--- src/rtl/pgr_ref_pkg.sv ---
package pgr_ref_pkg;
  typedef enum logic [1:0] {
    RATE_BASE = 2'd0,
    RATE_FRAC = 2'd1,
    RATE_MID  = 2'd2,
    RATE_SLOW = 2'd3
  } rate_e;
endpackage

--- src/rtl/pgr_pwr_gate.sv ---
module pgr_pwr_gate #(
  parameter int DAT_W = 1
) (
  input  logic             clk,
  input  logic             rst,
  input  logic             wake_pin_i,
  input  logic             en_wr_i,
  input  logic             en_val_i,
  input  logic             rx_req_i,
  input  logic             osc_req_i,
  input  logic [DAT_W-1:0] dat_i,
  output logic             state_on_o,
  output logic             rx_en_o,
  output logic             osc_en_o,
  output logic [DAT_W-1:0] dat_o
);
  logic en_bit_q;
  logic on_now;

  // Awake when either the pin or the stored bit asks for it
  assign on_now = wake_pin_i | en_bit_q;

  always_ff @(posedge clk) begin
    if (rst) begin
      en_bit_q <= 1'b0;
    end else if (en_wr_i) begin
      en_bit_q <= en_val_i;
    end
  end

  always_ff @(posedge clk) begin
    if (rst) begin
      state_on_o <= 1'b0;
      rx_en_o    <= 1'b0;
      osc_en_o   <= 1'b0;
      dat_o      <= '0;
    end else begin
      state_on_o <= on_now;
      rx_en_o    <= on_now & rx_req_i;
      osc_en_o   <= on_now & osc_req_i;
      dat_o      <= on_now ? dat_i : '0;
    end
  end
endmodule

--- src/rtl/pgr_mod_tick.sv ---
module pgr_mod_tick #(
  parameter int MOD = 16
) (
  input  logic clk,
  input  logic rst,
  input  logic clr,
  input  logic adv,
  output logic wrap_o
);
  localparam int CNT_W = (MOD > 1) ? $clog2(MOD) : 1;
  localparam logic [CNT_W-1:0] LAST = CNT_W'(MOD - 1);

  logic [CNT_W-1:0] cnt_q;

  assign wrap_o = adv && (cnt_q == LAST);

  always_ff @(posedge clk) begin
    if (rst || clr) begin
      cnt_q <= '0;
    end else if (adv) begin
      cnt_q <= wrap_o ? '0 : cnt_q + 1'b1;
    end
  end
endmodule

--- src/rtl/pgr_frac_tick.sv ---
module pgr_frac_tick #(
  parameter int FRAC_W    = 16,
  parameter int FRAC_STEP = 100
) (
  input  logic clk,
  input  logic rst,
  input  logic clr,
  input  logic adv,
  output logic carry_o
);
  localparam logic [FRAC_W:0] STEP_V = (FRAC_W + 1)'(FRAC_STEP);

  logic [FRAC_W-1:0] acc_q;
  logic [FRAC_W:0]   sum;

  assign sum     = {1'b0, acc_q} + STEP_V;
  assign carry_o = adv & sum[FRAC_W];

  always_ff @(posedge clk) begin
    if (rst || clr) begin
      acc_q <= '0;
    end else if (adv) begin
      acc_q <= sum[FRAC_W-1:0];
    end
  end
endmodule

--- src/rtl/pgr_pwr_ref.sv ---
module pgr_pwr_ref
  import pgr_ref_pkg::*;
#(
  parameter int DAT_W       = 1,
  parameter int FRAC_W      = 16,
  parameter int FRAC_STEP   = 100,
  parameter int MID_HALF    = 16384,
  parameter int SLOW_HALVES = 120
) (
  input  logic             clk,
  input  logic             rst,
  input  logic             wake_pin_i,
  input  logic             en_wr_i,
  input  logic             en_val_i,
  input  logic [1:0]       rate_sel_i,
  input  logic             rx_req_i,
  input  logic             osc_req_i,
  input  logic [DAT_W-1:0] dat_i,
  output logic             state_on_o,
  output logic             rx_en_o,
  output logic             osc_en_o,
  output logic [DAT_W-1:0] dat_o,
  output logic             ref_o
);
  rate_e sel_q;
  rate_e sel_new;
  logic  sel_chg;
  logic  run;
  logic  frac_c;
  logic  mid_w;
  logic  slow_w;
  logic  mid_adv;
  logic  slow_adv;
  logic  frac_adv;

  pgr_pwr_gate #(.DAT_W(DAT_W)) u_gate (
    .clk        (clk),
    .rst        (rst),
    .wake_pin_i (wake_pin_i),
    .en_wr_i    (en_wr_i),
    .en_val_i   (en_val_i),
    .rx_req_i   (rx_req_i),
    .osc_req_i  (osc_req_i),
    .dat_i      (dat_i),
    .state_on_o (state_on_o),
    .rx_en_o    (rx_en_o),
    .osc_en_o   (osc_en_o),
    .dat_o      (dat_o)
  );

  assign sel_new  = rate_e'(rate_sel_i);
  assign sel_chg  = (sel_new != sel_q);
  assign run      = !sel_chg;
  assign frac_adv = run && (sel_q == RATE_FRAC);
  assign mid_adv  = run && ((sel_q == RATE_MID) || (sel_q == RATE_SLOW));
  assign slow_adv = mid_w && (sel_q == RATE_SLOW);

  pgr_frac_tick #(.FRAC_W(FRAC_W), .FRAC_STEP(FRAC_STEP)) u_frac (
    .clk     (clk),
    .rst     (rst),
    .clr     (sel_chg),
    .adv     (frac_adv),
    .carry_o (frac_c)
  );

  pgr_mod_tick #(.MOD(MID_HALF)) u_mid (
    .clk    (clk),
    .rst    (rst),
    .clr    (sel_chg),
    .adv    (mid_adv),
    .wrap_o (mid_w)
  );

  pgr_mod_tick #(.MOD(SLOW_HALVES)) u_slow (
    .clk    (clk),
    .rst    (rst),
    .clr    (sel_chg),
    .adv    (slow_adv),
    .wrap_o (slow_w)
  );

  // Output toggle register: restart on select change, otherwise toggle on the tick of the mode in use
  always_ff @(posedge clk) begin
    if (rst) begin
      sel_q <= sel_new;
      ref_o <= 1'b0;
    end else if (sel_chg) begin
      sel_q <= sel_new;
      ref_o <= 1'b0;
    end else begin
      unique case (sel_q)
        RATE_BASE: ref_o <= ~ref_o;
        RATE_FRAC: if (frac_c) ref_o <= ~ref_o;
        RATE_MID:  if (mid_w)  ref_o <= ~ref_o;
        RATE_SLOW: if (slow_w) ref_o <= ~ref_o;
        default:   ref_o <= 1'b0;
      endcase
    end
  end
endmodule

--- config.mk ---
export PLATFORM = sky130hd
export DESIGN_NAME = pgr_pwr_ref
export DESIGN_NICKNAME = d
export VERILOG_FILES = /design/src/rtl/pgr_ref_pkg.sv /design/src/rtl/pgr_pwr_gate.sv /design/src/rtl/pgr_mod_tick.sv /design/src/rtl/pgr_frac_tick.sv /design/src/rtl/pgr_pwr_ref.sv
export SDC_FILE = /design/constraint.sdc
export NUM_CORES = 1
export LEC_CHECK = 0
export BUFFER_PORTS_ARGS = -buffer_cell sky130_fd_sc_hd__buf_2
export CELL_PAD_IN_SITES_DETAIL_PLACEMENT = 0
export CELL_PAD_IN_SITES_GLOBAL_PLACEMENT = 1
export CORE_MARGIN = 2
export CORE_UTILIZATION = 45
export DETAILED_ROUTE_END_ITERATION = 10
export PLACE_DENSITY_LB_ADDON = 0.12
export RECOVER_POWER = 50
export SYNTH_ARGS = -nofsm -noshare
export SYNTH_HDL_FRONTEND = slang
export SYNTH_SLANG_ARGS = --single-unit
--- constraint.sdc ---
create_clock -name clk -period 2.7 [get_ports clk]
set_input_delay 0 -clock clk [delete_from_list [all_inputs] [get_ports clk]]
set_output_delay 0 -clock clk [all_outputs]
set_load 0.05 [all_outputs]
### Yosys cells after proc, flatten, opt, wreduce, memory -nomap -nowiden

Index checks and enable logic that the tools add are counted.

* register bits after elaboration: 45

* bitwise gates (word level): 6
* equality and inequality tests: 9
* add/sub/neg operators: 3
* multiplexer cells: 8
* reductions and logical operators: 13

Operator list (count)
* $add A16 B7 Y17 const B: 1
* $add A14 B1 Y14 const B: 1
* $eq A14 B14 Y1 const B: 1
* $mux W14: 1
* $add A7 B1 Y7 const B: 1
* $eq A7 B7 Y1 const B: 1
* $mux W7: 1
* $logic_and A1 B1 Y1: 5
* $eq A2 B2 Y1 const B: 2
* $mux W2: 2
* $ne A2 B2 Y1 const B: 2
* $pmux W1 S4: 1
* $reduce_or A2 Y1: 2
* $and A1 B1 Y1: 3
* $mux W1: 3
* $reduce_and A3 Y1: 1
* $eq A2 B1 Y1 const B: 1
* $logic_not A2 Y1: 1
* $logic_or A1 B1 Y1: 2
* $ne A2 B1 Y1 const B: 1
* $ne A2 B2 Y1: 1
* $not A1 Y1: 2
* $reduce_bool A2 Y1: 1
* $logic_not A1 Y1: 1
* $or A1 B1 Y1: 1

### Longest topological paths before layout

Gate-level depths: netlist of run 1.

* depth after elaboration: 8
* mapped depth: 6
* gate-level depth less buffers: 6

### By module

A second synthesis of run 1 with hierarchy kept.

* cells, all modules: 219
* area total of the unflattened synthesis: 2050.7 sq um

By module, submodules not included
* pgr_frac_tick: instances 1, cells each 78, seq. area each 280.3 sq um, area an instance 679.4 sq um
* pgr_mod_tick at u_mid: instances 1, cells each 72, seq. area each 280.3 sq um, area an instance 675.6 sq um
* pgr_mod_tick at u_slow: instances 1, cells each 40, seq. area each 140.1 sq um, area an instance 350.3 sq um
* pgr_pwr_ref: instances 1, cells each 18, seq. area each 80.1 sq um, area an instance 193.9 sq um
* pgr_pwr_gate: instances 1, cells each 11, seq. area each 100.1 sq um, area an instance 151.4 sq um

### Worst setup path after synthesis of run 1

OpenSTA, ideal clock, no wires.

* kind: flip-flop to flip-flop
* start: register sel_q[0]
* end: register u_slow.cnt_q[5]
* path buffers: 0
* path slack: 794 ps
* library setup time: 73 ps
* clock period less this slack: 1906 ps
* arrival: 1833 ps
* required time: 2627 ps
* stages on the path, launching flop included: 6
* cells stage by stage: edfxtp_1 > xor2_2 > nor3_4 > nand3_2 > or4_1 > a21oi_1

* cells in the longest elaborated chain, start to end: 7
* elaborated cells on any way between the ends: 11
* classes of those cells: 3 x eq/ne; 1 x mux; 7 x reduce/logical

RTL lines
* start: declaration: line pgr_pwr_ref.sv:25 `rate_e sel_q;`
* start signal: assignment: line pgr_pwr_ref.sv:85 `sel_q <= sel_new;`
* start signal: assignment: line pgr_pwr_ref.sv:88 `sel_q <= sel_new;`
* $ne A2 B2 Y1 (tied with other cells): line pgr_pwr_ref.sv:52 `assign sel_chg = (sel_new != sel_q);`
* $logic_not A1 Y1 or $logic_or A1 B1 Y1 (tied branches): line pgr_pwr_ref.sv:53, pgr_pwr_ref.sv:55
* $logic_and A1 B1 Y1: line pgr_pwr_ref.sv:55 `assign mid_adv = run && ((sel_q == RATE_MID) || (sel_q == RATE_SLOW));`
* $logic_and A1 B1 Y1: line pgr_mod_tick.sv:15 `assign wrap_o = adv && (cnt_q == LAST);`
* $logic_and A1 B1 Y1: line pgr_pwr_ref.sv:56 `assign slow_adv = mid_w && (sel_q == RATE_SLOW);`
* $logic_and A1 B1 Y1: line pgr_mod_tick.sv:15
* $mux W7: line pgr_mod_tick.sv:21 `cnt_q <= wrap_o ? '0 : cnt_q + 1'b1;`
* end signal: assignment: line pgr_mod_tick.sv:21
* end: declaration: line pgr_mod_tick.sv:13 `logic [CNT_W-1:0] cnt_q;`

Parallel ways exist; a longest one is shown, timed or not.
A chain may end at the register's enable or synchronous reset.

### Final worst setup path of run 1

Ends and elaborated chain as after synthesis.

==> impl_results.md, run 1 <==
* Yosys reg bits at 43
* Via density at 5.14
* Switching share of total power at 23.9%
* Worst vdd ir at approximately 0.4 mV
* Critical path startpoint category: flip-flop
* Commonest non-fill, non-tap cell in the layout: dfxtp_1
* CTS Buf Count at 5
* DR WL met2 at 1.91 mm
* Vias post-DR at about 1500
* Die width at 69.3 um
* Share of the synthesized area in the top cell type at 42.8%
* Area Overhead vs Synth at 14.6%
* Met1 Wirelength at 1.86 mm
* Setup bufs post-CTS at 0
* Height of the die at 69.3 um
* First-pass GRT wire length at about 6.8 mm
* Fin crit share at 80.3%
* Layout cells sized above 1 at 7.85%
* Synth Cell Area at 0.00192 mm2
* Met3 routed WL at ~110 um
* Power Density at 509 mW/mm2
* Outcome: completed
* EDFF count, synth at 2
* Syn Area/Cell at 9.04 um2
* Synth Flop Type: dfxtp_1
* CTS Root Cell: clkbuf_8
* Largest net degree at the start of global routing at 18
* Dpl hpwl at between 2 and 3 mm
* Syn nets at 225
* FP Rows at 23
* Internal at between 0.8 and 0.9 mW
* Starting density of the core at 47.2%
* WHS Endpoint: u_gate.rx_en_o
* DR iter-0 viols at 70
* Ys async rst share at 0%
* Total gr overflow at 0
* Worst path required time at 2930 ps
* DR top layer: met4
* Via count of the first global-routing pass at 1585
* Final hold viol count at 0
* Final setup vio count at 0
* Final Wtd Congestion at 0.774
* Clk_skew at 5.29 ps
* Sequential share of power at between 50% and 60%
* Synth Warn # at 0
* Core box area at 0.00406 mm2
* Combinational power share at between 7 and 8%
* DP Area at approximately 0.0021 mm2
* Routed WL per cell at 13.4 um
* Area leader, netlist: dfxtp_1
* Die area at around 0.0048 mm2
* Hold WC Path Type: in -> reg
* Critical hold path startpoint: rx_req_i
* R2r setup slk at 530 ps
* Clock power frac at about a third
* Worst Path Class, Setup: reg -> reg
* Least-Margin Pin Slew at 614 ps
* Clk sinks at 43
* Static leakage at 0.721 nW
* Post-route cell area at 0.00220 mm2
* Crit path arrival time at 2390 ps
* Relative slew slack at 59.2%
* RSZ-0062 raised after global routing: no
* Place WS at 596 ps
* Port bufs at 14
* CTS Buffer Depth at 2
* GRT Total Usage at between 10% and 20%
* DRC at 0
* Worst skew pair latency at slightly below 300 ps
* WL final at between 3 and 4 mm
* Reg-to-reg endpoint: u_slow.cnt_q[5]
* Antenna violations before repair at 0
* Setup TNS at 0 ps
* Antenna fix cells at 0
* Netlist cell types at 42
* # resized after CTS at 0
* Dominant cells by area after synthesis: dfxtp_1, nor2_1, xnor2_1, xor2_1, edfxtp_1
* Worst r2r src: sel_q[0]
* Sequential area share after synthesis at 46.0%
* Fin crit period at 2170 ps
* H-tree lvl count at 2
* Slew Viols, Final at 0
* Layout Nets at 254
* Worst Setup End Kind: flip-flop
* Mapped Cells at ~210
* Drt first pass iters at 4
* I/O pins at 15
* Post-DRT Antenna Nets at 0
* Slack of the critical path at 533 ps
* Most frequent cells in the layout: dfxtp_1, nor2_1, xnor2_1, nand2_1, xor2_1
* CTS tree: yes
* CTS Hold Bufs at 8
* R2r worst-path depth at 5
* CTS clock-pin slew for the worst setup and hold paths at roughly 70 ps
* WHS Path Cells at 3
* Maxcap violations at 0
* FMAX at about 460 MHz
* Crit Path Max Fanout at 10
* Net load switching power at 0.267 mW
-- state kept, by name (all words and copies together) (netlist names) --
| name | count |
|---|---|
| u_gate.rx_en_o | 1 |
| sel_q | 2 |
| u_gate.state_on_o | 1 |
| u_gate.osc_en_o | 1 |
| u_slow.cnt_q | 7 |
| ref_o | 1 |
| u_gate.en_bit_q | 1 |
| u_mid.cnt_q | 14 |
| u_gate.dat_o | 1 |
| u_frac.acc_q | 14 |
-- final cells by class --
| class | count | area (um2) |
|---|---|---|
| clock inverters | 2 | 7.51 |
| well taps | 50 | 62.6 |
| repair buffers | 24 | 153 |
| inverters | 7 | 26.3 |
| fillers | 375 | 1860 |
| flip-flops and latches | 43 | 881 |
| multi-input cells | 160 | 995 |
| clock buffers | 6 | 72.6 |
-- worst max-delay path, cell delays in order, from the launching register on --
cell and delay, ps:
edfxtp_1 510, xor2_1 290, nor3_4 370, nand3_2 230, or4_1 560, a21oi_1 140
-- metal layers --
metal	vias up	global-route usage, %
met1	693	20.4
met2	15	29.5
met3	4	5.96
met4	0	6.75
met5	-	0
li1	789	-
-- worst max path at each step --
stage | startpoint | to | slack, ps | cells past startpoint
2_1_floorplan | sel_q[0] | u_slow.cnt_q[5] | 790 | 5
4_1_cts | sel_q[0] | u_slow.cnt_q[5] | 570 | 5
5_1_grt | sel_q[0] | u_slow.cnt_q[5] | 400 | 5
3_5_place_dp | sel_q[0] | u_slow.cnt_q[5] | 600 | 5
3_3_place_gp | sel_q[0] | u_slow.cnt_q[5] | 670 | 5
6_report | sel_q[0] | u_slow.cnt_q[5] | 530 | 5
-- synthesized netlist by cell type (all sizes together) (5+ instances only) --
master and number:
or3 6, dfxtp 41, o21ai 7, nand4 5
nand2 15, inv 6, a21oi 10, xor2 11
nand3 11, xnor2 14, nor3 9, nor2 36
-- cell families (layout without fill, tap and decap cells) --
| family | after synthesis | in the layout | share of synthesized area [%] |
|---|---|---|---|
| simple gates | 105 | 105 | 29.5 |
| xor+xnor | 25 | 25 | 11.8 |
| flops | 43 | 43 | 46.0 |
| buf+inv | 9 | 39 | 1.76 |
| mux | 3 | 3 | 1.57 |
| fa+ha+maj | 3 | 3 | 1.96 |
| compound gates | 24 | 24 | 7.44 |
-- per-stage QoR --
step                      power, mW  cells  util (%)  hold WS (ps)
after global routing           1.17    292      54.1           468
after floorplan               0.721    212         -          72.4
final                          1.12    292      54.1           455
after global placement        0.745    276      50.7           200
after CTS                      1.14    292      54.6           444
after detailed placement      0.748    276      50.7           206
-- power by group through the flow --
stage	Sequential, mW	Clock [mW]	Combinational [mW]
after floorplan	0.683	0	0.0381
after global placement	0.671	0	0.0749
after detailed placement	0.671	0	0.0770
after CTS	0.656	0.395	0.0865
after global routing	0.658	0.424	0.0909
final	0.656	0.381	0.0821
Power figures use the tool's default switching activity.
==> run 2, diff against run 1 <==
ABC_AREA = 1   (was not set)
CORE_UTILIZATION = 39   (was 45)
clock period = 1.8 ns   (was 2.7 ns; I/O delays follow)
==> run 2 against run 1 <==
Utilization down 6.9 points. Global-route usage down 1.3 points. Synthesized cell count up 41%. Cell area up 16%. Register-to-register slack worse by 340 ps. Clock skew about the same. Clock-buffer cell count unchanged. Sequential power up 49%. Die area up 28%. Non-clock buffer count up 7. Critical path type is now in -> reg.
==> impl_results.md, run 2 <==
* Outcome: completed
* Crit-path max cell delay at 520 ps (-40 ps)
* Met2 Use GR at 25.5% (-4.0 points)
* Grt met1 use at 21.9% (+1.6 points)
* Switching share of total power at 22.1% (-1.8 points)
* Area Overhead vs Synth at 18.6%
* Crit path arrival time at 1840 ps (-550 ps)
* R2r worst-path depth at 8 (+3)
* Post-DRT Antenna Nets at 0 (unchanged)
* First-pass GRT wire length at 7.91 mm (+16%)
* Final setup vio count at 0 (unchanged)
* Port bufs at 14 (unchanged)
* Yosys reg bits at 43 (unchanged)
* Clock power frac at 44.3% (+10 points)
* Critical Path, Cell by Cell: dlygate4sd3_1, clkbuf_1, nand2_2, inv_2, o21ai_2, nor2_4, clkbuf_1, nand2_1, a21oi_1
* DRC at 0 (unchanged)
* CP dominant cell by count: clkbuf_1
* Mux contribution to synthesized area at 0% (-1.6 points)
* Reg-to-reg endpoint: u_slow.cnt_q[5]
* Grt peak-use layer: met2
* Layout cells sized above 1 at 13.1% (+5.3 points)
* CTS Root Cell: clkbuf_8
* Slowest cell on the critical path: dlygate4sd3_1
* Routed WL per cell at 11.0 um (-18%)
* WHS Endpoint: u_gate.state_on_o
* Total gr overflow at 0 (unchanged)
* Dpl hpwl at 3.37 mm (+21%)
* Fin crit period at about 1600 ps
* Worst path required time at 2030 ps (-900 ps)
* GRT Total Usage at 16.2% (-1.3 points)
* Via count of the first global-routing pass at 1770 (+12%)
* Core box area at 0.00541 mm2 (+33%)
* Die area at 0.00612 mm2 (+28%)
* Die width at 78.3 um (+13%)
* Synth Warn # at 0 (unchanged)
* Top cells by count, synth: nand2_1, nor2_1, dfxtp_1, inv_1, nand3_1
* Final hold viol count at 0 (unchanged)
* Starting density of the core at 39.8% (-7.4 points)
* Antenna fix cells at 0 (unchanged)
* Worst vdd ir at 0.348 mV (-12%)
* WL final at 4.48 mm (+15%)
* Fin crit share at 89.2%
* Dominant cells by area after synthesis: dfxtp_1, nand2_1, nor2_1, inv_1, nand3_1
* Top-count cell post-synth: nand2_1
* Clk sinks at 43 (unchanged)
* Antenna violations before repair at 0 (unchanged)
* Slew Viols, Final at 0 (unchanged)
* Vias post-DR at 1917 (+28%)
* Layout Nets at 347 (+37%)
* Static leakage at 1.04 nW (+45%)
* WHS Path Cells at 3 (unchanged)
* Net load switching power at 0.447 mW (+67%)
* EDFF count, synth at 2 (unchanged)
* Synth Cell Area at 0.00215 mm2 (+12%)
* Ys async rst share at 0% (unchanged)
* FMAX at 623 MHz
* Drt first pass iters at 4 (unchanged)
* Worst Path Class, Setup: in -> reg
* Share of the synthesized area in the top cell type at 38.2% (-4.7 points)
* Syn Area/Cell at 7.22 um2 (-20%)
* CTS Buffer Depth at 2 (unchanged)
* Hold WC Path Type: in -> reg
* Power Density at 793 mW/mm2 (+56%)
* Synth Flop Type: dfxtp_1
* Met3 GRT Util at 3.79% (-2.2 points)
* Largest registers: u_frac.acc_q (14), u_mid.cnt_q (14), u_slow.cnt_q (7)
* Total chip power at 2.02 mW (+81%)
* Worst r2r src: sel_q[0]
* Crit Path Max Fanout at 7 (-3)
* Clk_skew at 5.03 ps (-0.254 ps)
* Area leader, netlist: dfxtp_1
* RSZ-0062 raised after global routing: no
* Sequential share of power at 48.4% (-10 points)
* Sequential area share after synthesis at 41.0% (-5.0 points)
* R2r setup slk at 190 ps (-340 ps)
* Most frequent cells in the layout: nand2_1, nor2_1, dfxtp_1
* Post-synthesis simple-gate area fraction at 36.6% (+7.1 points)
* Via density at 4.71 (-8.4%)
* CTS Buf Count at 5 (unchanged)
* Synth Area in XOR/XNOR at 1.63% (-10 points)
* FP Rows at 27 (+17%)
* Commonest non-fill, non-tap cell in the layout: nand2_1
* Height of the die at 78.3 um (+13%)
* Largest family of logic cells by synthesized area: simple AND/OR/NAND/NOR gates
* Largest net degree at the start of global routing at 15 (-3)
* Combinational power share at 7.3% (about the same)
* Internal at 1.58 mW (+85%)
* Least-Margin Pin Slew at 600 ps (-13.9 ps)
* Final Wtd Congestion at 0.807 (+4.3%)
* Relative slew slack at 60.2% (+0.92 points)
* H-tree lvl count at 2 (unchanged)
* Critical path startpoint category: input pin
* Critical hold path startpoint: wake_pin_i
* Mapped Cells at 298 (+41%)
* I/O pins at 15 (unchanged)
* Worst Setup End Kind: flip-flop
* Netlist cell types at 33 (-21%)
* Syn nets at 311 (+38%)
* CTS clock-pin slew for the worst setup and hold paths at 80 ps (about the same)
* DR iter-0 viols at 49 (-30%)
* CTS tree: yes
* Area share of fa/ha/maj cells after synthesis at 1.75% (-0.21 points)
* Maxcap violations at 0 (unchanged)
* Synth Area in Compound Gates at 11.3% (+3.9 points)
* Worst skew pair latency at 300 ps (about the same)
* Setup TNS at 0 ps (unchanged)
* Fill count at 580 (+55%)
## run 2: cell families (layout without fill, tap and decap cells)
family | after synthesis | count (layout)
AND/OR/NAND/NOR | 163 | 163
flip-flops | 43 | 43
buffers and inverters | 43 | 80
AO/OA/AOI/OAI | 42 | 42
XOR/XNOR | 4 | 4
adder cells (fa/ha/maj) | 3 | 3
## run 2: per-layer routing
| layer | up-vias | wire length (um) |
|---|---|---|
| li1 | 1037 | - |
| met1 | 859 | 2240 |
| met2 | 16 | 2060 |
| met3 | 5 | 123 |
| met4 | 0 | 64 |
| met5 | - | 0 |
## run 2: worst max path at each step
stage,end,from,depth (start not counted)
3_5_place_dp,u_slow.cnt_q[4],u_mid.cnt_q[1],10
2_1_floorplan,u_slow.cnt_q[0],sel_q[0],10
5_1_grt,u_slow.cnt_q[4],u_mid.cnt_q[1],10
6_report,u_slow.cnt_q[5],rate_sel_i[1],9
4_1_cts,u_slow.cnt_q[4],u_mid.cnt_q[1],10
3_3_place_gp,u_slow.cnt_q[0],u_mid.cnt_q[1],10
## run 2: cell type report
type	count	area [um2]	area share [%]
multi-input combinational	212	1100	43.0
sequential	43	881	34.5
timing repair buffer	31	198	7.75
inverter	41	154	6.03
tap	72	90.1	3.53
clock buffer	6	72.6	2.84
clock inverter	2	60.1	2.35
## run 2: what timing repair did
| item | 4_1_cts | 5_1_grt |
|---|---|---|
| gates resized for setup | 0 | 3 |
| endpoints found under the setup margin | 0 | 6 |
| buffers inserted | 0 | 2 |
| hold buffers | 7 | 0 |
| hold endpoints to repair | 6 | 0 |
## run 2: stage by stage
stage | utilization [%] | hold slack, ps | cell area (um2) | cells | setup WS [ps]
2_1_floorplan | - | 93.5 | 2150 | 298 | 271
3_3_place_gp | 43.6 | 198 | 2360 | 390 | 180
3_5_place_dp | 43.6 | 203 | 2360 | 390 | 153
4_1_cts | 47.4 | 29.9 | 2560 | 405 | 134
5_1_grt | 47.2 | 64.2 | 2550 | 407 | 37.1
6_report | 47.2 | 31.5 | 2550 | 407 | 194
## run 2: power groups by stage
stage	Combinational [mW]	Sequential, mW	Clock (mW)
final	0.148	0.979	0.897
after CTS	0.148	0.980	0.930
after floorplan	0.0700	1.02	0
after detailed placement	0.136	1.00	0
after global placement	0.136	1.00	0
after global routing	0.164	0.980	0.957
## run 2: critical path: cells and delay by family
family          cells  cell delay (ps)
buf+inv             4             1160
compound gates      2              210
simple gates        3              470
